## config.mk

```make
export PLATFORM = sky130hd
export DESIGN_NAME = dual_tmr
export DESIGN_NICKNAME = d
export VERILOG_FILES = /design/src/rtl/tmr_pkg.sv /design/src/rtl/tmr_pin_sync.sv /design/src/rtl/tmr_edge_catch.sv /design/src/rtl/tmr_count_unit.sv /design/src/rtl/dual_tmr.sv
export SDC_FILE = /design/constraint.sdc
export NUM_CORES = 1
export LEC_CHECK = 0
export BUFFER_PORTS_ARGS = -buffer_cell sky130_fd_sc_hd__buf_2
export CAP_MARGIN = 0
export CORE_MARGIN = 2
export CORE_UTILIZATION = 55
export DETAILED_ROUTE_END_ITERATION = 10
export HOLD_SLACK_MARGIN = 0.06
export MAX_ROUTING_LAYER = met4
export PLACE_DENSITY = 0.89
export SLEW_MARGIN = 5
export SYNTH_ARGS = -nofsm -noshare
export SYNTH_HDL_FRONTEND = slang
export SYNTH_SLANG_ARGS = --single-unit
export TNS_END_PERCENT = 5
```

## constraint.sdc

```tcl
create_clock -name clk -period 1.9 [get_ports clk]
set_clock_uncertainty 0.15 [all_clocks]
set_input_delay 0.19 -clock clk [delete_from_list [all_inputs] [get_ports clk]]
set_output_delay 0.19 -clock clk [all_outputs]
set_load 0.03 [all_outputs]
```

## src/rtl/tmr_pkg.sv

```systemverilog
`timescale 1ns/1ps
package tmr_pkg;
   typedef enum logic [1:0] {
      MD_PRESCALE13 = 2'd0,
      MD_CASCADE16  = 2'd1,
      MD_RELOAD8    = 2'd2,
      MD_SPLIT      = 2'd3
   } tmr_mode_e;

   typedef struct packed {
      logic      gate;
      logic      ext_src;
      tmr_mode_e mode;
   } tmr_cfg_t;

   localparam logic [2:0] ADR_LO0  = 3'd0;
   localparam logic [2:0] ADR_HI0  = 3'd1;
   localparam logic [2:0] ADR_LO1  = 3'd2;
   localparam logic [2:0] ADR_HI1  = 3'd3;
   localparam logic [2:0] ADR_MODE = 3'd4;
   localparam logic [2:0] ADR_CTRL = 3'd5;
endpackage

```

## src/rtl/tmr_pin_sync.sv

```systemverilog
`timescale 1ns/1ps
module tmr_pin_sync #(
   parameter int STAGES = 2
) (
   input  logic clk,
   input  logic rst_n,
   input  logic pin_i,
   output logic lvl_o
);
   generate
      if (STAGES < 2) begin : g_bad
         $error("tmr_pin_sync: STAGES must be at least 2");
      end
   endgenerate

   logic [STAGES-1:0] sync_q;

   always_ff @(posedge clk or negedge rst_n) begin
      if (!rst_n) sync_q <= '0;
      else        sync_q <= {sync_q[STAGES-2:0], pin_i};
   end

   assign lvl_o = sync_q[STAGES-1];
endmodule

```

## src/rtl/tmr_edge_catch.sv

```systemverilog
`timescale 1ns/1ps
module tmr_edge_catch (
   input  logic clk,
   input  logic rst_n,
   input  logic lvl_i,
   input  logic tick_i,
   output logic evt_o
);
   logic last_q, pend_q, fall;

   assign fall  = last_q & ~lvl_i;
   assign evt_o = tick_i & (pend_q | fall);

   always_ff @(posedge clk or negedge rst_n) begin
      if (!rst_n) begin
         last_q <= 1'b0;
         pend_q <= 1'b0;
      end else begin
         last_q <= lvl_i;
         pend_q <= tick_i ? 1'b0 : (pend_q | fall);
      end
   end

   // an edge seen without a tick stays held until a tick takes it
   AST_EDGE_HELD: assert property (@(posedge clk) disable iff (!rst_n)
      (fall && !tick_i) |=> pend_q);
endmodule

```

## src/rtl/tmr_count_unit.sv

```systemverilog
`timescale 1ns/1ps
module tmr_count_unit
   import tmr_pkg::*;
#(
   parameter int BYTE_W = 8,
   parameter int PRE_W  = 5
) (
   input  tmr_mode_e          mode_i,
   input  logic [BYTE_W-1:0]  lo_i,
   input  logic [BYTE_W-1:0]  hi_i,
   input  logic               inc_lo_i,
   input  logic               inc_hi_i,
   output logic [BYTE_W-1:0]  lo_o,
   output logic [BYTE_W-1:0]  hi_o,
   output logic               ovf_main_o,
   output logic               ovf_hi_o
);
   localparam int PW = BYTE_W + PRE_W;
   localparam int FW = 2 * BYTE_W;

   logic [PW-1:0] pre_cur, pre_inc;
   logic [FW-1:0] full_inc;

   assign pre_cur  = {hi_i, lo_i[PRE_W-1:0]};
   assign pre_inc  = pre_cur + 1'b1;
   assign full_inc = {hi_i, lo_i} + 1'b1;

   always_comb begin
      lo_o       = lo_i;
      hi_o       = hi_i;
      ovf_main_o = 1'b0;
      ovf_hi_o   = 1'b0;
      unique case (mode_i)
         MD_PRESCALE13: if (inc_lo_i) begin
            hi_o       = pre_inc[PW-1:PRE_W];
            lo_o       = {lo_i[BYTE_W-1:PRE_W], pre_inc[PRE_W-1:0]};
            ovf_main_o = &pre_cur;
         end
         MD_CASCADE16: if (inc_lo_i) begin
            {hi_o, lo_o} = full_inc;
            ovf_main_o   = &{hi_i, lo_i};
         end
         MD_RELOAD8: if (inc_lo_i) begin
            lo_o       = (&lo_i) ? hi_i : lo_i + 1'b1;
            ovf_main_o = &lo_i;
         end
         MD_SPLIT: begin
            if (inc_lo_i) begin
               lo_o       = lo_i + 1'b1;
               ovf_main_o = &lo_i;
            end
            if (inc_hi_i) begin
               hi_o     = hi_i + 1'b1;
               ovf_hi_o = &hi_i;
            end
         end
         default: ;
      endcase
   end
endmodule

```

## src/rtl/dual_tmr.sv

```systemverilog
`timescale 1ns/1ps
module dual_tmr
   import tmr_pkg::*;
#(
   parameter int BYTE_W      = 8,
   parameter int PRE_W       = 5,
   parameter int SYNC_STAGES = 2
) (
   input  logic              clk,
   input  logic              rst_n,
   input  logic [2:0]        bus_addr,
   input  logic              bus_wr,
   input  logic [BYTE_W-1:0] bus_wdata,
   output logic [BYTE_W-1:0] bus_rdata,
   input  logic              tick_i,
   input  logic [1:0]        cnt_pin_i,
   input  logic [1:0]        gate_pin_i,
   input  logic [1:0]        irq_ack_i,
   output logic [1:0]        ovf_o
);
   localparam int NCH = 2;

   generate
      if (BYTE_W < 8) begin : g_bad_w
         $error("dual_tmr: BYTE_W must be at least 8");
      end
      if (PRE_W < 1 || PRE_W >= BYTE_W) begin : g_bad_pre
         $error("dual_tmr: PRE_W must lie in 1..BYTE_W-1");
      end
   endgenerate

   logic [BYTE_W-1:0] lo_q [NCH];
   logic [BYTE_W-1:0] hi_q [NCH];
   logic [BYTE_W-1:0] lo_nxt [NCH];
   logic [BYTE_W-1:0] hi_nxt [NCH];
   logic [7:0]        mode_q;
   logic [NCH-1:0]    run_q, flag_q, flag_set;
   logic [NCH-1:0]    inc_lo, inc_hi, ovf_main, ovf_hi;
   logic              split0, wr_ctrl;

   assign split0  = (mode_q[1:0] == MD_SPLIT);
   assign wr_ctrl = bus_wr && (bus_addr == ADR_CTRL);

   for (genvar c = 0; c < NCH; c++) begin : g_ch
      tmr_cfg_t cfg;
      logic     gate_lvl, cnt_lvl, ext_evt, src, enable;

      assign cfg = tmr_cfg_t'(mode_q[4*c +: 4]);

      tmr_pin_sync #(.STAGES(SYNC_STAGES)) u_gate_sync (
         .clk(clk), .rst_n(rst_n), .pin_i(gate_pin_i[c]), .lvl_o(gate_lvl));
      tmr_pin_sync #(.STAGES(SYNC_STAGES)) u_cnt_sync (
         .clk(clk), .rst_n(rst_n), .pin_i(cnt_pin_i[c]), .lvl_o(cnt_lvl));
      tmr_edge_catch u_edge (
         .clk(clk), .rst_n(rst_n), .lvl_i(cnt_lvl), .tick_i(tick_i), .evt_o(ext_evt));

      assign src    = cfg.ext_src ? ext_evt : tick_i;
      assign enable = run_q[c] & (~cfg.gate | gate_lvl);

      if (c == 0) begin : g_splittable
         assign inc_lo[c] = enable & src;
         assign inc_hi[c] = split0 & run_q[1] & tick_i;
      end else begin : g_follower
         assign inc_lo[c] = (cfg.mode != MD_SPLIT) & enable & src;
         assign inc_hi[c] = 1'b0;
      end

      tmr_count_unit #(.BYTE_W(BYTE_W), .PRE_W(PRE_W)) u_count (
         .mode_i(cfg.mode), .lo_i(lo_q[c]), .hi_i(hi_q[c]),
         .inc_lo_i(inc_lo[c]), .inc_hi_i(inc_hi[c]),
         .lo_o(lo_nxt[c]), .hi_o(hi_nxt[c]),
         .ovf_main_o(ovf_main[c]), .ovf_hi_o(ovf_hi[c]));

      always_ff @(posedge clk or negedge rst_n) begin
         if (!rst_n) begin
            lo_q[c] <= '0;
            hi_q[c] <= '0;
         end else begin
            lo_q[c] <= (bus_wr && bus_addr == 3'(2*c))     ? bus_wdata : lo_nxt[c];
            hi_q[c] <= (bus_wr && bus_addr == 3'(2*c + 1)) ? bus_wdata : hi_nxt[c];
         end
      end
   end

   assign flag_set[0] = ovf_main[0];
   assign flag_set[1] = ovf_hi[0] | ovf_hi[1] | (ovf_main[1] & ~split0);

   always_ff @(posedge clk or negedge rst_n) begin
      if (!rst_n) begin
         mode_q <= '0;
         run_q  <= '0;
         flag_q <= '0;
      end else begin
         if (bus_wr && bus_addr == ADR_MODE) mode_q <= bus_wdata[7:0];
         if (wr_ctrl) begin
            run_q  <= {bus_wdata[6], bus_wdata[4]};
            flag_q <= {bus_wdata[7], bus_wdata[5]};
         end else begin
            flag_q <= (flag_q & ~irq_ack_i) | flag_set;
         end
      end
   end

   always_comb begin
      unique case (bus_addr)
         ADR_LO0:  bus_rdata = lo_q[0];
         ADR_HI0:  bus_rdata = hi_q[0];
         ADR_LO1:  bus_rdata = lo_q[1];
         ADR_HI1:  bus_rdata = hi_q[1];
         ADR_MODE: bus_rdata = BYTE_W'(mode_q);
         ADR_CTRL: bus_rdata = BYTE_W'({flag_q[1], run_q[1], flag_q[0], run_q[0], 4'b0000});
         default:  bus_rdata = '0;
      endcase
   end

   assign ovf_o = flag_q;

   AST_FLAG_RISES: assert property (@(posedge clk) disable iff (!rst_n)
      ((flag_set != '0) && !wr_ctrl) |=> ((flag_q & $past(flag_set)) == $past(flag_set)));
   AST_ACK_CLEARS: assert property (@(posedge clk) disable iff (!rst_n)
      (!wr_ctrl && irq_ack_i[0] && !flag_set[0]) |=> !ovf_o[0]);
   AST_SW_OVERRIDES: assert property (@(posedge clk) disable iff (!rst_n)
      wr_ctrl |=> (ovf_o == {$past(bus_wdata[7]), $past(bus_wdata[5])}));
   AST_CH1_FROZEN: assert property (@(posedge clk) disable iff (!rst_n)
      ((mode_q[5:4] == 2'b11) && !(bus_wr && (bus_addr == ADR_LO1 || bus_addr == ADR_HI1)))
      |=> ($stable(lo_q[1]) && $stable(hi_q[1])));
   AST_NO_TICK_HOLD: assert property (@(posedge clk) disable iff (!rst_n)
      (!tick_i && !bus_wr) |=> ($stable(lo_q[0]) && $stable(hi_q[0])
                                && $stable(lo_q[1]) && $stable(hi_q[1])));
endmodule

```

Yosys cells after proc, flatten, opt, wreduce, memory -nomap -nowiden
Index checks and enable logic that the tools add are counted.
{"block": "word_totals", "output_inout_bits": 10, "input_bits": 21, "elab_cells": 141, "register_bits": 56}
{"block": "classes", "bitwise_logic": 25, "addsub": 7, "reduce_logical": 26, "n_mux": 39, "eq_ne": 27}
{"operator": "$mux 8", "count": 17}
{"operator": "$pmux 8 s4", "count": 2}
{"operator": "$pmux 8 s6", "count": 1}
{"operator": "$ne 3x3->1 const B", "count": 13}
{"operator": "$add 16x1->16 const B", "count": 2}
{"operator": "$reduce_and 16->1", "count": 2}
{"operator": "$add 13x1->13 const B", "count": 2}
{"operator": "$reduce_and 13->1", "count": 2}
{"operator": "$add 8x1->8 const B", "count": 3}
{"operator": "$pmux 8 s3", "count": 1}
{"operator": "$reduce_and 8->1", "count": 3}
{"operator": "$reduce_and 4->1", "count": 5}
{"operator": "$pmux 8 s2", "count": 1}
{"operator": "$and 1x1->1", "count": 12}
{"operator": "$mux 1", "count": 12}
{"operator": "$mux 5", "count": 2}
{"operator": "$eq 2x2->1 const B", "count": 4}
{"operator": "$eq 3x2->1 const B", "count": 2}
{"operator": "$eq 3x3->1 const B", "count": 2}
{"operator": "$logic_and 1x1->1", "count": 6}
{"operator": "$ne 2x2->1 const B", "count": 3}
{"operator": "$pmux 1 s3", "count": 2}
{"operator": "$not 1->1", "count": 5}
{"operator": "$or 1x1->1", "count": 5}
{"operator": "other kinds (12)", "count": 15}

Depth between registers and ports, before layout
Gate-level depths: netlist of the first run.
{"block": "logic_depth", "word_depth": 12, "depth_mapped": 7, "mapped_depth_nobuf": 6}

By module
From an unflattened synthesis of the first run, not the netlist that was laid out.
{"block": "unflattened", "hier_cells": 475, "area_unflattened_um2": 4259.1}
{"mod": "dual_tmr", "n_inst": 1, "seq_area_each_um2": 1101.1, "area_each_um2": 2234.6, "cells_each": 175}
{"mod": "tmr_count_unit", "n_inst": 2, "seq_area_each_um2": 0.0, "area_each_um2": 830.8, "cells_each": 141}
{"mod": "tmr_pin_sync", "n_inst": 4, "seq_area_each_um2": 50.0, "area_each_um2": 50.0, "cells_each": 2}
{"mod": "tmr_edge_catch", "n_inst": 2, "seq_area_each_um2": 50.0, "area_each_um2": 81.3, "cells_each": 5}

Worst setup path before layout of the first run
No wires, ideal clock.
{"block": "synth_timing", "path_kind": "register -> register", "start": "reg lo_q[8] in the netlist's numbering", "end": "reg lo_q[11] in the netlist's numbering", "synth_period_minus_slack_ps": 2004, "n_path_buf": 0, "path_slack_ps": -104, "setup_ps": 125, "stages_incl_launch_ff": 7, "required_ps": 1625, "arrival_time_ps": 1729, "path_cell_list": "dfrtp_1 -> ha_1 -> nand4_2 -> nor3_4 -> mux2i_1 -> o21ai_0 -> mux2_2"}
{"block": "synth_via", "elab_chain_cells": 5, "word_cells_on_any_way": 11, "classes_between": "add/sub: 3; mux: 7; reduce/logical: 1"}
{"item": "start, declared", "line_no": "dual_tmr.sv:32", "rtl": "logic [BYTE_W-1:0] lo_q [NCH];"}
{"item": "start signal, assigned by index", "line_no": "dual_tmr.sv:79", "rtl": "lo_q[c] <= (bus_wr && bus_addr == 3'(2*c)) ? bus_wdata : lo_nxt[c];"}
{"item": "$add 8x1->8 or $reduce_and 8->1 (tied branches)", "line_no": "tmr_count_unit.sv:44, tmr_count_unit.sv:49"}
{"item": "$mux 8", "line_no": "tmr_count_unit.sv:44", "rtl": "lo_o = (&lo_i) ? hi_i : lo_i + 1'b1;"}
{"item": "$mux 8", "line_no": "tmr_count_unit.sv:43", "rtl": "MD_RELOAD8: if (inc_lo_i) begin"}
{"item": "$pmux 8 s4 *", "line_no": "tmr_count_unit.sv:33", "rtl": "unique case (mode_i)"}
{"item": "$mux 8 *", "line_no": "dual_tmr.sv:79"}
Mark *: on every way between the ends. The rest lies on a longest branch, timed or not. The select of a mux whose other input is x is not followed.
A chain may end at the register's enable or synchronous reset.

Final worst setup path of the first run
{"block": "layout_timing", "start": "reg g_ch[0].u_cnt_sync.sync_q[1]", "end": "reg hi_q[12] in the netlist's numbering"}
{"block": "layout_via", "elab_chain_cells": 8, "word_cells_on_any_way": 9, "classes_between": "eq/ne: 2; mux: 1; bitwise: 5; reduce/logical: 1"}
{"item": "start, declared", "line_no": "tmr_pin_sync.sv:16", "rtl": "logic [STAGES-1:0] sync_q;"}
{"item": "start signal, assigned", "line_no": "tmr_pin_sync.sv:20", "rtl": "else sync_q <= {sync_q[STAGES-2:0], pin_i};"}
{"item": "$not 1->1 *", "line_no": "tmr_edge_catch.sv:11", "rtl": "assign fall = last_q & ~lvl_i;"}
{"item": "$and 1x1->1 *", "line_no": "tmr_edge_catch.sv:11"}
{"item": "$or 1x1->1 *", "line_no": "tmr_edge_catch.sv:12", "rtl": "assign evt_o = tick_i & (pend_q | fall);"}
{"item": "$and 1x1->1 *", "line_no": "tmr_edge_catch.sv:12"}
{"item": "$mux 1 *", "line_no": "dual_tmr.sv:57", "rtl": "assign src = cfg.ext_src ? ext_evt : tick_i;"}
{"item": "$and 1x1->1 *", "line_no": "dual_tmr.sv:61", "rtl": "assign inc_lo[c] = enable & src;"}
{"item": "$ne 3x3->1 (no line)"}
{"item": "$reduce_and 4->1 (no line) *"}
{"item": "end signal, assigned by index", "line_no": "dual_tmr.sv:80", "rtl": "hi_q[c] <= (bus_wr && bus_addr == 3'(2*c + 1)) ? bus_wdata : hi_nxt[c];"}
{"item": "end, declared", "line_no": "dual_tmr.sv:33", "rtl": "logic [BYTE_W-1:0] hi_q [NCH];"}
Mark *: on every way between the ends. The rest lies on a longest branch, timed or not.

==> results of run 1 <==
-- synthesized netlist by cell type, types with 5 or more instances --
master	count	area, um2
a31oi_1	10	62.56
buf_2	9	45.04
a211oi_1	6	45.04
o22ai_1	8	50.05
nor2b_1	7	43.79
o21ai_0	27	135.1
o31ai_1	5	37.54
nand3_1	20	100.1
clkbuf_1	10	37.54
mux2i_1	19	190.2
a221oi_1	5	43.79
nor2_1	37	138.9
nand4_1	11	68.82
nand2_1	30	112.6
a21oi_1	24	120.1
xnor2_1	10	87.58
dfrtp_1	56	1401
and3_1	5	31.28
mux2_2	12	135.1
inv_1	13	48.80
nor3_1	9	45.04
-- registers in the layout, summed over array words and instances, names as in the netlist --
register	count
mode_q	8
hi_q	16
ovf_o	2
g_ch.u_edge.last_q	2
g_ch.u_edge.pend_q	2
lo_q	16
g_ch.u_gate_sync.sync_q	4
run_q	2
g_ch.u_cnt_sync.sync_q	4
-- path summary, 6_finish.rpt --
check | slack, ps | depth (start not counted) | end
worst max-delay path | -100 | 5 | hi_q[12]$_DFFE_PN0P_
worst min-delay path | 130 | 4 | ovf_o[1]$_DFF_PN0_
worst min register to register | 220 | 0 | g_ch[1].u_gate_sync.sync_q[1]$_DFF_PN0_
min in group asynchronous | 200 | 2 | hi_q[15]$_DFFE_PN0P_
worst max register to register | -100 | 5 | hi_q[12]$_DFFE_PN0P_
max in group asynchronous | 700 | 3 | lo_q[10]$_DFFE_PN0P_
-- tightest hold or removal path, cell delays in order --
cell     delay (ps)
buf_2            90
o21ai_0          70
o22ai_1         130
o31ai_1         100
-- per-layer routing --
layer / vias to the layer above / track usage [%] / routed length [um]
met2: 244 / 55.65 / 6010
met1: 1976 / 48.05 / 5262
li1: 1850 / - / -
met5: - / - / 0
met4: 0 / 14.13 / 452
met3: 53 / 5.467 / 1147
-- kinds of logic after synthesis --
kind of cell / after synthesis / share of synthesized area [%]
AND/OR/NAND/NOR: 153 / 21.74
XOR/XNOR: 14 / 3.174
flip-flops: 56 / 36.28
buffers and inverters: 37 / 4.600
AO/OA/AOI/OAI: 133 / 24.81
multiplexers: 31 / 8.422
adder cells (fa/ha/maj): 3 / 0.9719
-- metrics by stage --
stage                     setup TNS [ps]  total power (W)  instances
after floorplan                   -182.8         0.003295        427
after global placement            -166.9         0.004340        608
after detailed placement          -812.5         0.004434        608
after CTS                         -327.2         0.005289        633
after global routing               -2360         0.005808        636
final                             -560.5         0.005490        636
-- report_power, final --
group | switching (W) | leakage [nW] | total, W | internal (W)
logic | 0.00152 | 1.40 | 0.00284 | 0.00132
clock network | 0.000468 | 0.0511 | 0.000748 | 0.000280
registers | 0.000393 | 0.661 | 0.00190 | 0.00151
-- timing repair --
| item | in CTS | in global routing |
|---|---|---|
| setup buffers | 3 | 2 |
| hold endpoints to repair | 45 | 0 |
| pin swaps | 7 | 10 |
| endpoints found under the setup margin | 24 | 39 |
| hold buffers | 14 | 0 |
| gates cloned | 0 | 1 |
| resized for setup | 17 | 32 |
-- cell type report --
class                           count  area [um2]  share of cell area (%)
Tap cell                           96       120.1                   2.370
Multi-Input combinational cell    334        2455                   48.44
Inverter                           13       48.80                  0.9630
Clock inverter                      3       28.78                  0.5679
Sequential cell                    56        1405                   27.73
Timing Repair Buffer              129       940.9                   18.57
Clock buffer                        5       68.82                   1.358
==> reports/results.txt, run 1 <==
# rows - 30
Clock Root Buffer - clkbuf_8
Max Slew Vio Count - 0
peak supply drop - 498.7 uV
final hold slack - 128.9 ps
setup ws final - -98.57 ps
crit-path cells - nand2b_4, a2111oi_4, o211ai_1, or3_1, a31oi_1
min-delay src - irq_ack_i[1]
Least-Margin Pin Slew - 513.9 ps
Avg Inst Size Synth - 9.046 um2
Area after DPL - 4599 um2
fin nets - 563
initial antenna violation count - 0
GRT Residual Overflow - 0
critical path arrival - 2100 ps
Initial Utilization - 56.85%
Slew headroom - 65.74%
Yosys reg bits - 56
synth-to-layout area growth - 31.20%
Routability Congestion - 1.055
Mapped Area - 3862 um2
fin area - 5067 um2
Pre-Repair DR Iteration Count - 5
HPWL Detailed - 9.520 mm
FILL cells - 500
required time of the critical path - 2000 ps
DRC errors left - 0
Longest Clk Path Bufs - 2
Setup crit end kind - flop
yosys synthesis warning count - 0
Hold WC Path Type - in -> reg
CTS tree - yes
clk sink count - 56
maximum fanout along the worst path - 3
Critical path buffers and inverters - 0
fmax - 500.4 MHz
gr usage total - 36.11%
leakage - 2.112 nW
async set-or-reset flop fraction in the synthesized netlist - 100.0%
layout cells sized above 1 - 34.07%
RSZ-0062 raised after global routing - true
commonest non-fill, non-tap cell in the layout - buf_4
vias - 4123
Reg2Reg Launch Point - g_ch[0].u_cnt_sync.sync_q[1]$_DFF_PN0_
max cap viols - 0
I/O pin total - 31
CP delay by family, top - compound AO/OA/AOI/OAI gates
final hold viol count - 0
IO buf count - 30
status - finished, violations left
CTS HTree Levels - 2
final wirelength - 12.87 mm
Top FF cell, synth - dfrtp_1
clock slew seen by the registers of the worst setup and hold paths - 120 ps
Antenna Violating Nets Remaining - 0
Final period util - 105.2%
register area share after synthesis - 36.28%
# setup viols final - 17
CP max stage delay - 490 ps
die area - 7709 um2
Routed WL per cell - 20.24 um
Place WS - -123.8 ps
Num CTS Buffers - 5
Synth Instances - 427
EDFF count, synth - 0
largest net degree at the start of global routing - 22
Post-Route Utilization - 74.59%
CP startpoint - g_ch[0].u_cnt_sync.sync_q[1]$_DFF_PN0_
vias per cell - 6.483
die height - 87.80 um
final period demand of the worst path - 1999 ps
CP Launch Type - flop
1st-iter DRT viols - 415
n_diodes - 0
die span in x - 87.80 um
PD cells - 1083 nW/um2
critical path class - reg -> reg
syn_nets - 451
vias in the first global route - 3926
global-route wire length before repair - 20.33 mm
clk_lat worst skew - 330 ps
slowest CP cell - a2111oi_4
synth unique cells - 74
commonest cells after routing, fill and taps aside - 85 x buf_4, 53 x dfrtp_1, 37 x nor2_1
failing checks - setup timing
Core Box Area - 6794 um2
Power figures use the tool's default switching activity.
==> inputs of run 2 (changes only) <==
==> constraint.sdc (replaced) <==
create_clock -name clk -period 1.9 [get_ports clk]
set_clock_uncertainty 0.15 [all_clocks]
set_input_delay 0 -clock clk [delete_from_list [all_inputs] [get_ports clk]]
set_output_delay 0 -clock clk [all_outputs]
set_load 0.03 [all_outputs]
==> run 2 against run 1 <==
  * The flow still finishes with violations (setup timing)
  * Critical path type unchanged
  * Utilization fell by 0.64 points
  * Hold slack got worse by 35 ps
  * Sequential share of layout area rose by 0.22 points
  * Combinational power shrank 4%
  * Maximum frequency grew 1.4%
  * Register-to-register slack improved by 30 ps
  * Die area stayed put
  * Routed wire length fell by 1.2%
  * Sequential cell count is the same
==> reports/results.txt, run 2 (synthesized netlist as in run 1, its figures left out) <==
Max Slew Vio Count - 0
n_diodes - 0
DRC errors left - 0
CP delay by family, top - simple AND/OR/NAND/NOR gates
CTS HTree Levels - 2
# setup viols final - 14
CP Launch Type - flop
Slew headroom - 51.34%
GRT Residual Overflow - 0
# rows - 30
setup ws final - -70.91 ps
critical path class - reg -> reg
WHS Endpoint - lo_q[13]$_DFFE_PN0P_
Routability Congestion - 1.012
final period demand of the worst path - 1971 ps
status - finished, violations left
Least-Margin Pin Slew - 729.9 ps
setup_tns - -375.9 ps
Longest Clk Path Bufs - 2
Critical path buffers and inverters - 0
Largest regs - hi_q: 16 flops, lo_q: 16 flops, mode_q: 8 flops
Area after DPL - 4546 um2
global-route wire length before repair - 19.04 mm
Clock Root Buffer - clkbuf_8
I/O pin total - 31
Num CTS Buffers - 5
die span in x - 87.80 um
fin area - 5024 um2
HPWL Detailed - 8.688 mm
Routed WL per cell - 20.09 um
Core Box Area - 6794 um2
commonest cells after routing, fill and taps aside - 76 x buf_4, 54 x dfrtp_1, 37 x nor2_1
PD cells - 1085 nW/um2
reg2reg path depth - 6
vias per cell - 6.536
required time of the critical path - 1960 ps
vias - 4137
Worst path depth - 6
Hold WC Path Type - in -> reg
1st-iter DRT viols - 621
final hold viol count - 0
clk sink count - 56
slowest CP cell - dfrtp_1
final wirelength - 12.72 mm
maximum fanout along the worst path - 5
die area - 7709 um2
largest net degree at the start of global routing - 57
fmax - 507.4 MHz
Post-Route Utilization - 73.94%
crit-path cells - ha_2, and4_4, and4b_2, mux2i_2, a221oi_2, a21o_1
CTS tree - yes
Reg2Reg Launch Point - lo_q[0]$_DFFE_PN0P_
critical path arrival - 2030 ps
reg2reg setup slack - -70 ps
clock slew seen by the registers of the worst setup and hold paths - 110 ps
leakage - 2.106 nW
Initial Utilization - 56.85%
initial antenna violation count - 0
min-delay src - bus_addr[0]
Setup crit end kind - flop
Place WS - -133.0 ps
die height - 87.80 um
Antenna Violating Nets Remaining - 0
IO buf count - 30
synth-to-layout area growth - 30.06%
clk_lat worst skew - 320 ps
max cap viols - 0
reg2reg end - lo_q[3]$_DFFE_PN0P_
RSZ-0062 raised after global routing - true
worst hold path depth - 4
Final period util - 103.7%
peak supply drop - 558.6 uV
CP max stage delay - 390 ps
gr usage total - 33.22%
layout cells sized above 1 - 32.77%
failing checks - setup timing
final hold slack - 93.84 ps
commonest non-fill, non-tap cell in the layout - buf_4
fin nets - 560
Pre-Repair DR Iteration Count - 5
vias in the first global route - 3725
==> run 2: changes by cell type in the layout (fill, tap and decap cells not counted), sizes merged <==
cell / previous run / this run
dlygate4sd3: 14 / 17
clkbuf: 5 / 6
inv: 16 / 14
bufinv: 0 / 1
buf: 115 / 109
==> run 2: cell type report <==
| type | count | area, um2 |
|---|---|---|
| flip-flops and latches | 56 | 1404 |
| well taps | 96 | 120.1 |
| clock buffers | 6 | 72.57 |
| repair buffers | 126 | 924.6 |
| clock inverters | 2 | 38.79 |
| inverters | 13 | 48.80 |
| multi-input cells | 334 | 2415 |
| fillers | 452 | 1770 |
==> run 2: per-layer routing <==
layer	part of all wire, %	GRT usage, %	up-vias
met2	45	51.17	321
met4	3.5	10.35	0
met1	40	44.44	1919
met5	0	-	-
met3	11	6.409	64
li1	-	-	1833
==> run 2: repair_timing <==
item,CTS,global route
gates resized for setup,8,32
endpoints found under the setup margin,15,30
cloned,0,1
hold buffers,17,0
setup buffers,3,5
pin swaps,6,12
hold endpoints to repair,106,0
==> run 2: worst max path at each step <==
stage | start | to | slack (ps)
3_5_place_dp | lo_q[0]$_DFFE_PN0P_ | lo_q[3]$_DFFE_PN0P_ | -130
4_1_cts | lo_q[0]$_DFFE_PN0P_ | lo_q[3]$_DFFE_PN0P_ | -50
6_report | lo_q[0]$_DFFE_PN0P_ | lo_q[3]$_DFFE_PN0P_ | -70
5_1_grt | mode_q[7]$_DFFE_PN0P_ | lo_q[6]$_DFFE_PN0P_ | -110
2_1_floorplan | lo_q[0]$_DFFE_PN0P_ | lo_q[3]$_DFFE_PN0P_ | -10
3_3_place_gp | lo_q[0]$_DFFE_PN0P_ | lo_q[3]$_DFFE_PN0P_ | -80
==> run 2: metrics by stage <==
stage / power (W) / instances
after floorplan: 0.003323 / 427
after global placement: 0.004279 / 599
after detailed placement: 0.004364 / 599
after CTS: 0.005240 / 627
after global routing: 0.005714 / 633
final: 0.005450 / 633
==> run 2: worst register-to-register path, cell delays in order (launching register included) <==
cell,delay [ps]
dfrtp_1,390
ha_2,180
and4_4,260
and4b_2,350
mux2i_2,270
a221oi_2,90
a21o_1,160
==> run 2: power breakdown <==
group          internal, W  switching [W]
Sequential         0.00151       0.000412
Clock             0.000399       0.000405
Combinational      0.00126        0.00147
==> inputs of run 3 (changes only) <==
--- a/config.mk
+++ b/config.mk
@@ -7,13 +7,15 @@
 export LEC_CHECK = 0
 export BUFFER_PORTS_ARGS = -buffer_cell sky130_fd_sc_hd__buf_2
 export CAP_MARGIN = 0
+export CELL_PAD_IN_SITES_DETAIL_PLACEMENT = 1
+export CELL_PAD_IN_SITES_GLOBAL_PLACEMENT = 1
 export CORE_MARGIN = 2
-export CORE_UTILIZATION = 55
+export CORE_UTILIZATION = 42
 export DETAILED_ROUTE_END_ITERATION = 10
 export HOLD_SLACK_MARGIN = 0.06
 export MAX_ROUTING_LAYER = met4
-export PLACE_DENSITY = 0.89
-export SLEW_MARGIN = 5
+export PLACE_DENSITY = 0.88
+export SLEW_MARGIN = 20
 export SYNTH_ARGS = -nofsm -noshare
 export SYNTH_HDL_FRONTEND = slang
 export SYNTH_SLANG_ARGS = --single-unit
==> run 3 against run 2 <==
  * Via count increased by 7.9%
  * Highest routed layer unchanged
  * Sequential cell count is the same
  * Sequential power grew 2%
  * Power up 3.2%
  * The run still ends with setup timing left
  * Die area grew 29%
  * Largest cell class unchanged
  * Utilization shrank 17 points
  * Combinational power up 6%
==> reports/results.txt, run 3 (synthesized netlist as in run 1, its figures left out) <==
status - finished, violations left
failing checks - setup timing
Routed WL per cell - 26.00 um
Pre-Repair DR Iteration Count - 7
fin nets - 551
required time of the critical path - 1980 ps
clk_lat worst skew - 340 ps
Final period util - 110.2%
initial antenna violation count - 0
Inst Count DP - 606
CP startpoint - lo_q[11]$_DFFE_PN0P_
Place WS - -123.2 ps
final hold slack - 49.00 ps
GRT Residual Overflow - 0
DRC errors left - 0
global-route wire length before repair - 24.77 mm
Routability Congestion - 0.9607
Largest regs - hi_q: 16 flops, lo_q: 16 flops, mode_q: 8 flops
layout cells sized above 1 - 33.52%
Area after DPL - 4548 um2
final hold viol count - 0
critical path class - reg -> reg
IO buf count - 30
setup_tns - -1442 ps
Max Slew Vio Count - 0
Least-Margin Pin Slew - 728.1 ps
fmax - 477.7 MHz
clock slew seen by the registers of the worst setup and hold paths - 120 ps
gr usage total - 33.07%
# rows - 34
die span in x - 99.90 um
max cap viols - 0
Setup crit end kind - flop
fin area - 5025 um2
Core Box Area - 8806 um2
leakage - 2.053 nW
# setup viols final - 26
peak supply drop - 481.1 uV
Num CTS Buffers - 5
vias per cell - 7.019
Longest Clk Path Bufs - 2
Initial Utilization - 43.86%
clk sink count - 56
maximum fanout along the worst path - 9
die height - 99.90 um
vias - 4464
largest net degree at the start of global routing - 23
synth-to-layout area growth - 30.09%
Slew headroom - 51.30%
critical path arrival - 2180 ps
commonest non-fill, non-tap cell in the layout - buf_4
1st-iter DRT viols - 640
CTS tree - yes
RSZ-0062 raised after global routing - true
Clock Root Buffer - clkbuf_8
setup ws final - -193.4 ps
I/O pin total - 31
die area - 9979 um2
CP Launch Type - flop
final period demand of the worst path - 2093 ps
commonest cells after routing, fill and taps aside - 63 x buf_4, 51 x dfrtp_1, 35 x nor2_1
HPWL Detailed - 10.64 mm
Reg2Reg Launch Point - lo_q[11]$_DFFE_PN0P_
vias in the first global route - 4432
Antenna Violating Nets Remaining - 0
Non-Filler Instances - 636
n_diodes - 0
final wirelength - 16.54 mm
PD cells - 1120 nW/um2
Hold WC Path Type - in -> async
CTS HTree Levels - 2
[run 3: cell types whose count changed in the layout (fill, tap and decap cells not counted), sizes merged]
cell	before	now
inv	14	16
buf	109	97
dlygate4sd3	17	20
bufinv	1	0
clkbuf	6	5
[run 3: per-stage QoR]
stage	utilization [%]	total power, W
after floorplan	-	0.003323
after detailed placement	51.65	0.004439
after global placement	51.65	0.004286
after CTS	56.10	0.005341
final	57.06	0.005626
after global routing	57.06	0.005862
[run 3: final cells by class]
class | count | area [um2]
clock buffer | 5 | 68.82
inverter | 13 | 48.80
sequential | 56 | 1408
tap | 108 | 135.1
clock inverter | 3 | 28.78
timing repair buffer | 117 | 892.1
multi-input combinational | 334 | 2444
fill | 1004 | 3781
[run 3: repair_timing]
item                                    4_1_cts  5_1_grt
pin swaps                                    13        7
hold buffers                                 20        0
resized for setup                            27       25
endpoints found under the setup margin       22       32
buffers inserted                              2        0
endpoints found under the hold margin       105        0
[run 3: critical path, stage by stage, from the launching register on]
cell	delay [ps]
dfrtp_2	490
nand3_1	240
or3_1	460
o21ai_1	290
a221oi_2	120
a21oi_1	250
[run 3: worst paths after layout]
kind                                                                 to  slack (ps)  depth (start not counted)
worst max-delay path                               lo_q[13]$_DFFE_PN0P_        -190                          5
worst min-delay path            g_ch[0].u_gate_sync.sync_q[0]$_DFF_PN0_          50                          3
worst max register to register                     lo_q[13]$_DFFE_PN0P_        -190                          5
worst min register to register   g_ch[1].u_cnt_sync.sync_q[1]$_DFF_PN0_         210                          0
max in group asynchronous                          lo_q[11]$_DFFE_PN0P_         410                          3
min in group clk                g_ch[0].u_gate_sync.sync_q[0]$_DFF_PN0_         140                          2
[run 3: where the power goes]
part | switching, W | leakage [nW] | total [W] | internal, W
clock | 0.000490 | 0.0511 | 0.000771 | 0.000281
sequential | 0.000451 | 0.659 | 0.00196 | 0.00151
combinational | 0.00164 | 1.34 | 0.00289 | 0.00125
[run 3: per-layer routing]
metal  GRT usage (%)  share of wire (%)  vias up
li1                -                  -     1814
met1           41.79                 38     2179
met2           52.86                 46      359
met3           5.850                 11      112
met4           13.38                5.9        0
met5               -                  0        -
